[config.mk]
export PLATFORM = sky130hd
export DESIGN_NAME = paged_rd_seq
export DESIGN_NICKNAME = d
export VERILOG_FILES = /design/src/rtl/paged_rd_seq_pkg.sv /design/src/rtl/prs_start_decode.sv /design/src/rtl/prs_page_step.sv /design/src/rtl/prs_byte_step.sv /design/src/rtl/paged_rd_seq.sv
export SDC_FILE = /design/constraint.sdc
export NUM_CORES = 1
export LEC_CHECK = 0
export ABC_AREA = 1
export CAP_MARGIN = 10
export CORE_UTILIZATION = 49
export DETAILED_ROUTE_END_ITERATION = 7
export PLACE_DENSITY_LB_ADDON = 0.05
export SLEW_MARGIN = 10
export SYNTH_ARGS = -nofsm -noshare
export SYNTH_HDL_FRONTEND = slang
export SYNTH_SLANG_ARGS = --single-unit
[constraint.sdc]
create_clock -name clk -period 2.35 [get_ports clk]
set_clock_uncertainty 0.2 [all_clocks]
set_input_delay 0.235 -clock clk [delete_from_list [all_inputs] [get_ports clk]]
set_output_delay 0.235 -clock clk [all_outputs]
set_load 0.005 [all_outputs]
[src/rtl/paged_rd_seq_pkg.sv]
package paged_rd_seq_pkg;

   typedef enum logic [1:0] {
      RK_CONT = 2'd0,
      RK_PAGE = 2'd1,
      RK_SECR = 2'd2,
      RK_ALT  = 2'd3
   } rd_kind_e;

endpackage

[src/rtl/prs_start_decode.sv]
module prs_start_decode
   import paged_rd_seq_pkg::*;
#(
   parameter int PAGE_W         = 11,
   parameter int BYTE_W         = 9,
   parameter int BIN_BYTE_W     = 8,
   parameter int STD_PAGE_BYTES = 264,
   localparam int ADDR_W        = PAGE_W + BYTE_W
) (
   input  logic [ADDR_W-1:0] addr_i,
   input  logic              bin_i,
   input  rd_kind_e          kind_i,
   output logic [PAGE_W-1:0] page_o,
   output logic [BYTE_W-1:0] byte_o
);

   logic [BYTE_W-1:0] std_raw;
   logic [BYTE_W-1:0] std_fit;

   assign std_raw = addr_i[BYTE_W-1:0];

   generate
      if (STD_PAGE_BYTES == (1 << BYTE_W)) begin : g_pow2
         assign std_fit = std_raw;
      end else begin : g_clamp
         localparam logic [BYTE_W-1:0] SPAN = BYTE_W'(STD_PAGE_BYTES);
         assign std_fit = (std_raw >= SPAN) ? (std_raw - SPAN) : std_raw;
      end
   endgenerate

   always_comb begin
      if (kind_i == RK_SECR) begin
         page_o = '0;
         byte_o = '0;
      end else if (bin_i) begin
         page_o = addr_i[PAGE_W+BIN_BYTE_W-1:BIN_BYTE_W];
         byte_o = BYTE_W'(addr_i[BIN_BYTE_W-1:0]);
      end else begin
         page_o = addr_i[ADDR_W-1:BYTE_W];
         byte_o = std_fit;
      end
   end

endmodule

[src/rtl/prs_page_step.sv]
module prs_page_step #(
   parameter int PAGE_W    = 11,
   parameter int NUM_PAGES = 2048
) (
   input  logic [PAGE_W-1:0] cur_i,
   output logic [PAGE_W-1:0] nxt_o
);

   generate
      if (NUM_PAGES == (1 << PAGE_W)) begin : g_natural
         assign nxt_o = cur_i + 1'b1;
      end else begin : g_bounded
         localparam logic [PAGE_W-1:0] TOP = PAGE_W'(NUM_PAGES - 1);
         assign nxt_o = (cur_i == TOP) ? '0 : cur_i + 1'b1;
      end
   endgenerate

endmodule

[src/rtl/prs_byte_step.sv]
module prs_byte_step #(
   parameter int BYTE_W = 9
) (
   input  logic [BYTE_W-1:0] cur_i,
   input  logic [BYTE_W-1:0] last_i,
   output logic              at_end_o,
   output logic [BYTE_W-1:0] inc_o
);

   assign at_end_o = (cur_i == last_i);
   assign inc_o    = cur_i + 1'b1;

endmodule

[src/rtl/paged_rd_seq.sv]
module paged_rd_seq
   import paged_rd_seq_pkg::*;
#(
   parameter int PAGE_W         = 11,
   parameter int BYTE_W         = 9,
   parameter int BIN_BYTE_W     = 8,
   parameter int STD_PAGE_BYTES = 264,
   parameter int SEC_BYTES      = 128,
   parameter int NUM_PAGES      = 2048,
   localparam int ADDR_W        = PAGE_W + BYTE_W
) (
   input  logic              clk,
   input  logic              rst_n,
   input  logic              load_i,
   input  logic [ADDR_W-1:0] start_addr_i,
   input  logic [1:0]        rd_type_i,
   input  logic              bin_mode_i,
   input  logic              next_i,
   output logic [PAGE_W-1:0] page_o,
   output logic [BYTE_W-1:0] byte_o,
   output logic              valid_o
);

   localparam logic [BYTE_W-1:0] STD_LAST = BYTE_W'(STD_PAGE_BYTES - 1);
   localparam logic [BYTE_W-1:0] BIN_LAST = BYTE_W'((1 << BIN_BYTE_W) - 1);
   localparam logic [BYTE_W-1:0] SEC_LAST = BYTE_W'(SEC_BYTES - 1);

   generate
      if (STD_PAGE_BYTES > (1 << BYTE_W) || STD_PAGE_BYTES <= (1 << (BYTE_W - 1))) begin : g_bad_std
         $error("STD_PAGE_BYTES must lie in (2**(BYTE_W-1), 2**BYTE_W]");
      end
      if (BIN_BYTE_W >= BYTE_W + 1 || (1 << BIN_BYTE_W) > STD_PAGE_BYTES) begin : g_bad_bin
         $error("binary page must not exceed the standard page");
      end
      if (SEC_BYTES < 1 || SEC_BYTES > (1 << BYTE_W)) begin : g_bad_sec
         $error("SEC_BYTES out of range");
      end
      if (NUM_PAGES < 1 || NUM_PAGES > (1 << PAGE_W)) begin : g_bad_pages
         $error("NUM_PAGES out of range");
      end
   endgenerate

   rd_kind_e          kind_q, kind_d;
   logic              bin_q, bin_d;
   logic              ok_q, ok_d;
   logic [PAGE_W-1:0] page_q, page_d, page_nxt, dec_page;
   logic [BYTE_W-1:0] byte_q, byte_d, byte_inc, dec_byte, byte_last;
   logic              at_end;
   rd_kind_e          kind_in;

   assign kind_in = rd_kind_e'(rd_type_i);

   prs_start_decode #(
      .PAGE_W        (PAGE_W),
      .BYTE_W        (BYTE_W),
      .BIN_BYTE_W    (BIN_BYTE_W),
      .STD_PAGE_BYTES(STD_PAGE_BYTES)
   ) u_dec (
      .addr_i(start_addr_i),
      .bin_i (bin_mode_i),
      .kind_i(kind_in),
      .page_o(dec_page),
      .byte_o(dec_byte)
   );

   always_comb begin
      if (kind_q == RK_SECR)  byte_last = SEC_LAST;
      else if (bin_q)         byte_last = BIN_LAST;
      else                    byte_last = STD_LAST;
   end

   prs_byte_step #(.BYTE_W(BYTE_W)) u_byte (
      .cur_i   (byte_q),
      .last_i  (byte_last),
      .at_end_o(at_end),
      .inc_o   (byte_inc)
   );

   prs_page_step #(.PAGE_W(PAGE_W), .NUM_PAGES(NUM_PAGES)) u_page (
      .cur_i(page_q),
      .nxt_o(page_nxt)
   );

   always_comb begin
      page_d = page_q;
      byte_d = byte_q;
      ok_d   = ok_q;
      kind_d = kind_q;
      bin_d  = bin_q;
      if (load_i) begin
         page_d = dec_page;
         byte_d = dec_byte;
         ok_d   = 1'b1;
         kind_d = kind_in;
         bin_d  = bin_mode_i;
      end else if (next_i && ok_q) begin
         case (kind_q)
            RK_PAGE: byte_d = at_end ? '0 : byte_inc;
            RK_SECR: begin
               if (at_end) ok_d   = 1'b0;
               else        byte_d = byte_inc;
            end
            default: begin
               if (at_end) begin
                  byte_d = '0;
                  page_d = page_nxt;
               end else begin
                  byte_d = byte_inc;
               end
            end
         endcase
      end
   end

   always_ff @(posedge clk or negedge rst_n) begin
      if (!rst_n) begin
         page_q <= '0;
         byte_q <= '0;
         ok_q   <= 1'b0;
         kind_q <= RK_CONT;
         bin_q  <= 1'b0;
      end else begin
         page_q <= page_d;
         byte_q <= byte_d;
         ok_q   <= ok_d;
         kind_q <= kind_d;
         bin_q  <= bin_d;
      end
   end

   assign page_o  = page_q;
   assign byte_o  = byte_q;
   assign valid_o = ok_q;


   byte_in_page_chk: assert property (@(posedge clk) disable iff (!rst_n)
      ok_q |-> (byte_q <= byte_last));


   idle_hold_chk: assert property (@(posedge clk) disable iff (!rst_n)
      (!ok_q && !load_i) |=> (!ok_q && $stable(page_q) && $stable(byte_q)));


   cont_cross_chk: assert property (@(posedge clk) disable iff (!rst_n)
      (ok_q && next_i && !load_i && (kind_q == RK_CONT || kind_q == RK_ALT) && at_end)
      |=> (byte_q == '0 && page_q != $past(page_q)));


   page_hold_chk: assert property (@(posedge clk) disable iff (!rst_n)
      (ok_q && next_i && !load_i && kind_q == RK_PAGE) |=> $stable(page_q));


   sec_end_chk: assert property (@(posedge clk) disable iff (!rst_n)
      (ok_q && next_i && !load_i && kind_q == RK_SECR && at_end)
      |=> (!ok_q && $stable(byte_q)));


   load_wins_chk: assert property (@(posedge clk) disable iff (!rst_n)
      load_i |=> ok_q);

endmodule

==> flow_summary.json, run 1 <==
{
  "met3_wirelength_um": 188,
  "synth_edf_count": 0,
  "synthCells": 297,
  "cts.sinks": 24,
  "h-tree-depth": 1,
  "synth_top_area_share_pct": 31.8,
  "ant_nets": 0,
  "slowest_stage": "dfrtp_1",
  "grt_setup_unrepaired": "false",
  "rows": 22,
  "syn_nets": 328,
  "ys.flop_type": "dfrtp_1",
  "maxSlewHeadroom_pct": 74.0,
  "final-hold-violation-count": 0,
  "startpoint_type": "flip-flop",
  "cts_resized": 0,
  "fillers": 366,
  "power_mw": 1.47,
  "vdd_ir_drop_max_mv": 0.368,
  "worst_ep_arrival_time_ns": 1.94,
  "cts_hold_buf": 0,
  "slowest_delay_ns": 0.34,
  "p_per_area_nw_per_um2": 589,
  "yosysSeqAreaShare_pct": 31.8,
  "ys_ff_latch": 24,
  "grt_pass1_wl_um": 8290,
  "grt.overflow.total": 0,
  "worstPathRequired_ns": 2.32,
  "synth_commonest_cells": "nand2_1 (114), inv_1 (34), nor2_1 (29)",
  "fmax_ghz": 0.507,
  "remaining_drc_errors": 0,
  "diodes": 0,
  "synthArstFlopShare_pct": 100,
  "wirelength_um": 4900,
  "place_congestion": 0.859,
  "yosys_warnings": 0,
  "grt_start_max_net_pins": 25,
  "io_buffers": 47,
  "met2_length_um": 2360,
  "path_clk_slew_ns": 0.10,
  "dr_total_vias": 2061,
  "initial_core_util_pct": 51.3,
  "crit_top_cell": "nand2_1",
  "p_leak_nw": 1.26,
  "track_usage_pct": 25.9,
  "io_pins": 48,
  "yosysMostFrequentCell": "nand2_1",
  "clockRootBuffer": "clkbuf_8",
  "drv_slew": 0,
  "status": "finished, final reports clean",
  "regArea_um2": 601,
  "dpl.hpwl_um": 3790,
  "setup_ws_ns": 0.376,
  "cts_tree": "built",
  "insertion_delay_ns": 0.28,
  "synth_largest_area_cell": "dfrtp_1",
  "synthTopCellsByArea": "dfrtp_1 (32%), nand2_1 (23%), inv_1 (6.8%)",
  "syn_area_um2": 1890,
  "setup_viol": 0,
  "viasPerCell": 5.22,
  "multiInputGateArea_um2": 1100,
  "cts_buffer_depth": 2,
  "avgSynthCellArea_um2": 6.37,
  "grt_pass1_vias": 1836,
  "finalCritPeriodShare_pct": 84.0,
  "critical_path.cell_chain": "inv_1 > ha_1 > inv_1 > nand2_1 > nand2_1 > nand2_2 > nand3_4 > inv_2 > o21ai_4 > inv_4 > nand2_1 > o21ai_2",
  "fin_crit_ns": 1.97,
  "worstPathMaxFanout": 15,
  "drt-met1-wl_um": 2300,
  "coreArea_um2": 3690,
  "syn_to_final_growth_pct": 32.1,
  "cpLargestDelayFamily": "simple AND/OR/NAND/NOR gates",
  "crit_path_end_kind": "flip-flop",
  "cts_setup_buffers": 0,
  "path_buf_inv": 4,
  "die_w_um": 64.1,
  "antenna_found_initial": 0,
  "ys_types": 30,
  "drtIter0Drc": 126,
  "cts_made_buffers": 3,
  "min_path_type": "in -> async",
  "drive_above_1_share_pct": 6.63,
  "dieHeight_um": 64.1,
  "dieArea_um2": 4110,
  "cap_violations": 0,
  "dp_slack_ns": 0.182,
  "wl_per_cell_um": 12.4,
  "dr.pass1.iters": 4,
  "crit_type": "reg -> reg",
  "tns_ns": 0,
  "num-nets-final": 379,
  "worst_slew_pin_slew_ns": 0.390,
  "maxUsedRoutingLayer": "met4"
}
## path summary, 6_finish.rpt
kind,from,end,slack [ns],cells after the start
hold reg to reg,valid_o$_DFFE_PN0P_,valid_o$_DFFE_PN0P_,0.33,2
min in group clk,valid_o$_DFFE_PN0P_,valid_o$_DFFE_PN0P_,0.33,2
hold / removal,rst_n,byte_o[4]$_DFFE_PN0P_,0.11,2
setup / recovery,kind_q[0]$_DFFE_PN0P_,page_o[9]$_DFFE_PN0P_,0.38,12
max in group asynchronous,rst_n,kind_q[1]$_DFFE_PN0P_,1.58,2
setup reg to reg,kind_q[0]$_DFFE_PN0P_,page_o[9]$_DFFE_PN0P_,0.38,12
## per-layer routing
| metal | GRT usage (%) | vias up |
|---|---|---|
| met5 | 0 | - |
| met4 | 7.78 | 0 |
| met2 | 44.5 | 55 |
| li1 | - | 1049 |
| met1 | 33.8 | 952 |
| met3 | 3.21 | 5 |
## through the flow
step	instance area (µm²)	utilization [%]	std cells	hold slack [ns]
after floorplan	1890	-	297	-0.261
after global placement	2430	65.8	391	0.283
after detailed placement	2430	65.8	391	0.309
after CTS	2500	67.7	395	0.129
after global routing	2500	67.7	395	0.143
final	2500	67.7	395	0.113
## area by class of cell
cell class	count	share of cell area (%)
multi-input cells	229	44.2
flip-flops and latches	24	24.0
repair buffers	54	20.9
inverters	36	5.51
well taps	48	2.40
clock buffers	3	1.65
clock inverters	1	1.20
## placed cells by master, fill, tap and decap left out
| master | Yosys | final |
|---|---|---|
| nand2_1 | 114 | 114 |
| nor2_1 | 29 | 29 |
| o21ai_2 | 3 | 3 |
| inv_1 | 34 | 34 |
| o21ai_4 | 1 | 1 |
| o22ai_1 | 3 | 3 |
| clkdlybuf4s50_1 | 0 | 47 |
| bufinv_16 | 0 | 1 |
| nand3_4 | 1 | 1 |
| or2_2 | 1 | 1 |
| o21ai_0 | 21 | 21 |
| a21oi_1 | 6 | 6 |
| inv_4 | 1 | 1 |
| nand3_1 | 20 | 20 |
| nor2_2 | 2 | 2 |
| nand4_1 | 5 | 5 |
| nor3_1 | 2 | 2 |
| clkbuf_8 | 0 | 3 |
| ha_1 | 4 | 4 |
| o21bai_2 | 1 | 1 |
| dfrtp_1 | 24 | 24 |
| inv_2 | 1 | 1 |
| o211ai_1 | 3 | 3 |
| mux2i_1 | 2 | 2 |
| o31ai_1 | 2 | 2 |
| buf_4 | 0 | 7 |
| o32ai_1 | 2 | 2 |
| nand3b_1 | 1 | 1 |
| nand2_2 | 1 | 1 |
| xor2_1 | 5 | 5 |
## registers in the layout (all words and copies together) (netlist names)
signal / cells
kind_q: 2
page_o: 11
bin_q: 1
valid_o: 1
byte_o: 9
## cells by family (layout without fill, tap and decap cells)
group                      after synthesis  after routing  synth area share [%]
AOI/OAI and AO/OA                       42             42                  13.9
xor gates and xnor gates                 5              5                  2.32
adders and majority gates                4              4                  2.65
buffers and inverters                   44             94                  9.79
DFF                                     24             24                  31.8
muxes                                    2              2                  1.06
and+or+nand+nor                        176            176                  38.5
## where the power goes
group	leakage, nW	switching, mW	total (mW)	internal, mW
combinational	0.924	0.242	0.515	0.273
sequential	0.298	0.0965	0.583	0.486
clock	0.0357	0.145	0.373	0.228
total	1.26	0.483	1.47	0.988
## worst reg2reg max path, cell delays in order, from the launching register on
cell     delay (ns)
dfrtp_1        0.34
inv_1          0.05
ha_1           0.22
inv_1          0.10
nand2_1        0.06
nand2_1        0.08
nand2_2        0.08
nand3_4        0.09
inv_2          0.05
o21ai_4        0.28
inv_4          0.15
nand2_1        0.11
o21ai_2        0.05
(Power assumes the default switching activity.)
==> run 2, diff against run 1 <==
--- a/config.mk
+++ b/config.mk
@@ -7,7 +7,7 @@
 export LEC_CHECK = 0
 export ABC_AREA = 1
 export CAP_MARGIN = 10
-export CORE_UTILIZATION = 49
+export CORE_UTILIZATION = 45
 export DETAILED_ROUTE_END_ITERATION = 7
 export PLACE_DENSITY_LB_ADDON = 0.05
 export SLEW_MARGIN = 10
==> constraint.sdc (replaced) <==
create_clock -name clk -period 1.69 [get_ports clk]
set_clock_uncertainty 0.2 [all_clocks]
set_input_delay 0.169 -clock clk [delete_from_list [all_inputs] [get_ports clk]]
set_output_delay 0.169 -clock clk [all_outputs]
set_load 0.005 [all_outputs]
==> run 2 against run 1 <==
The flow now finishes with violations (negative setup slack). Maximum frequency up 11%. Final area increased by 17%. Clock power increased by 41%. Total power up 51%. First-iteration DRC count is 8.7% higher. Die area is 8.6% higher. Critical path type unchanged. Critical endpoint is now valid_o$_DFFE_PN0P_. Largest power group is now combinational cells.
==> flow_summary.json, run 2 (synthesis results as in run 1) <==
{
  "status": "complete, but fails checks",
  "violations": "negative setup slack",
  "grt_start_max_net_pins": 25,
  "vdd_ir_drop_max_mv": 0.502,
  "fillers": 350,
  "startpoint_type": "flip-flop",
  "worst_ep_arrival_time_ns": 1.75,
  "antenna_found_initial": 0,
  "coreArea_um2": 4030,
  "crit_path_end_kind": "flip-flop",
  "remaining_drc_errors": 0,
  "fin_crit_ns": 1.78,
  "maxSlewHeadroom_pct": 77.7,
  "syn_to_final_growth_pct": 54.7,
  "cts_tree": "built",
  "ant_nets": 0,
  "multiInputGateArea_um2": 1150,
  "p_per_area_nw_per_um2": 760,
  "wirelength_um": 5460,
  "dieHeight_um": 66.8,
  "h-tree-depth": 1,
  "crit_type": "reg -> reg",
  "switching_share_pct": 32.5,
  "place_congestion": 0.853,
  "fmax_ghz": 0.562,
  "cts.sinks": 24,
  "insertion_delay_ns": 0.27,
  "final-hold-violation-count": 0,
  "clockRootBuffer": "clkbuf_8",
  "cts_buffer_depth": 2,
  "worst_slew_pin_slew_ns": 0.334,
  "io_pins": 48,
  "tns_ns": -0.766,
  "cts_made_buffers": 3,
  "final_common_cell": "nand2_1",
  "drv_slew": 0,
  "viasPerCell": 5.03,
  "combPwrFrac_pct": 41.6,
  "dr.pass1.iters": 5,
  "num-nets-final": 426,
  "cap_violations": 0,
  "drive_above_1_share_pct": 21.3,
  "regArea_um2": 602,
  "cts_hold_buf": 0,
  "power_switching_uw": 722,
  "p_int_mw": 1.50,
  "rows": 23,
  "p_leak_nw": 1.54,
  "initial_core_util_pct": 46.9,
  "p_clk_share_pct": 23.6,
  "path_clk_slew_ns": 0.10,
  "diodes": 0,
  "grt_pass1_wl_um": 8960,
  "dr_total_vias": 2234,
  "die_w_um": 66.8,
  "wl_per_cell_um": 12.3,
  "worstPathMaxFanout": 4,
  "largest_reg_flops": 11,
  "power_mw": 2.22,
  "setup_viol": 17,
  "final_cell_area_um2": 2930,
  "grt_pass1_vias": 2073,
  "whs_ns": 0.0634,
  "io_buffers": 47,
  "grt.overflow.total": 0,
  "setup_ws_ns": -0.0887,
  "dpl.hpwl_um": 4140,
  "track_usage_pct": 26.3,
  "worstPathRequired_ns": 1.66,
  "drtIter0Drc": 137,
  "min_path_type": "in -> async",
  "power_frac_seq_pct": 34.8,
  "grt_setup_unrepaired": "true",
  "finalCritPeriodShare_pct": 105,
  "final_cell_mix": "nand2_1 (112), buf_4 (51), clkdlybuf4s50_1 (43)",
  "place_area_um2": 2760,
  "dieArea_um2": 4460
}
run 2: changes by cell type in the layout (fill, tap and decap cells not counted), moves of 3 or more:
cell | previous run | this run
o21ai_0 | 21 | 18
inv_1 | 34 | 31
clkdlybuf4s50_1 | 47 | 43
buf_6 | 0 | 3
inv_2 | 1 | 4
buf_4 | 7 | 51
dlymetal6s2s_1 | 0 | 4
run 2: stage by stage:
step           worst slack [ns]  cells  util, %
2_1_floorplan           -0.0441    297        -
3_3_place_gp             -0.200    436     68.4
3_5_place_dp             -0.234    436     68.4
4_1_cts                 -0.0648    441     71.3
5_1_grt                  -0.203    444     72.6
6_report                -0.0887    444     72.6
run 2: layout make-up:
class                      count  share of cell area [%]
clock inverter                 1                    1.03
tap                           50                    2.14
timing repair buffer         101                    30.7
sequential                    24                    20.6
multi-input combinational    229                    39.4
inverter                      36                    4.79
clock buffer                   3                    1.41
run 2: worst max-delay path: stages (launching register included):
cell     delay (ns)
dfrtp_1        0.39
inv_2          0.08
ha_4           0.16
inv_2          0.04
nand2_1        0.06
nand2_1        0.06
nand2_2        0.09
nand3_4        0.10
buf_4          0.15
buf_4          0.12
o31ai_2        0.16
nand2_1        0.07
run 2: repair_timing:
item                                    CTS  global route
resized for setup                        11            13
buffers inserted                          1             3
endpoints found under the setup margin   22            25
pin swaps                                 1             5
run 2: worst paths after layout:
path / from / endpoint / slack [ns] / depth (start not counted)
max in group asynchronous: rst_n / byte_o[7]$_DFFE_PN0P_ / 0.96 / 2
min in group clk: rd_type_i[1] / kind_q[1]$_DFFE_PN0P_ / 0.27 / 3
hold reg to reg: page_o[10]$_DFFE_PN0P_ / page_o[10]$_DFFE_PN0P_ / 0.33 / 2
setup reg to reg: kind_q[0]$_DFFE_PN0P_ / valid_o$_DFFE_PN0P_ / -0.09 / 11
setup / recovery: kind_q[0]$_DFFE_PN0P_ / valid_o$_DFFE_PN0P_ / -0.09 / 11
hold / removal: rst_n / byte_o[4]$_DFFE_PN0P_ / 0.06 / 2
run 2: power by group through the flow:
stage               Clock (mW)  Combinational, mW  Sequential [mW]
floorplan                    0              0.366            0.801
detailed placement           0              0.892            0.779
global route             0.558               1.03            0.787
CTS                      0.531              0.920            0.770
finish                   0.525              0.924            0.774
global placement             0              0.885            0.775
run 2: routing by layer:
layer,GRT usage [%],share of wire [%],up-vias
li1,-,-,1143
met4,6.65,0.42,0
met1,31.0,43,1037
met5,0,0,-
met2,49.6,53,52
met3,2.74,3.5,2
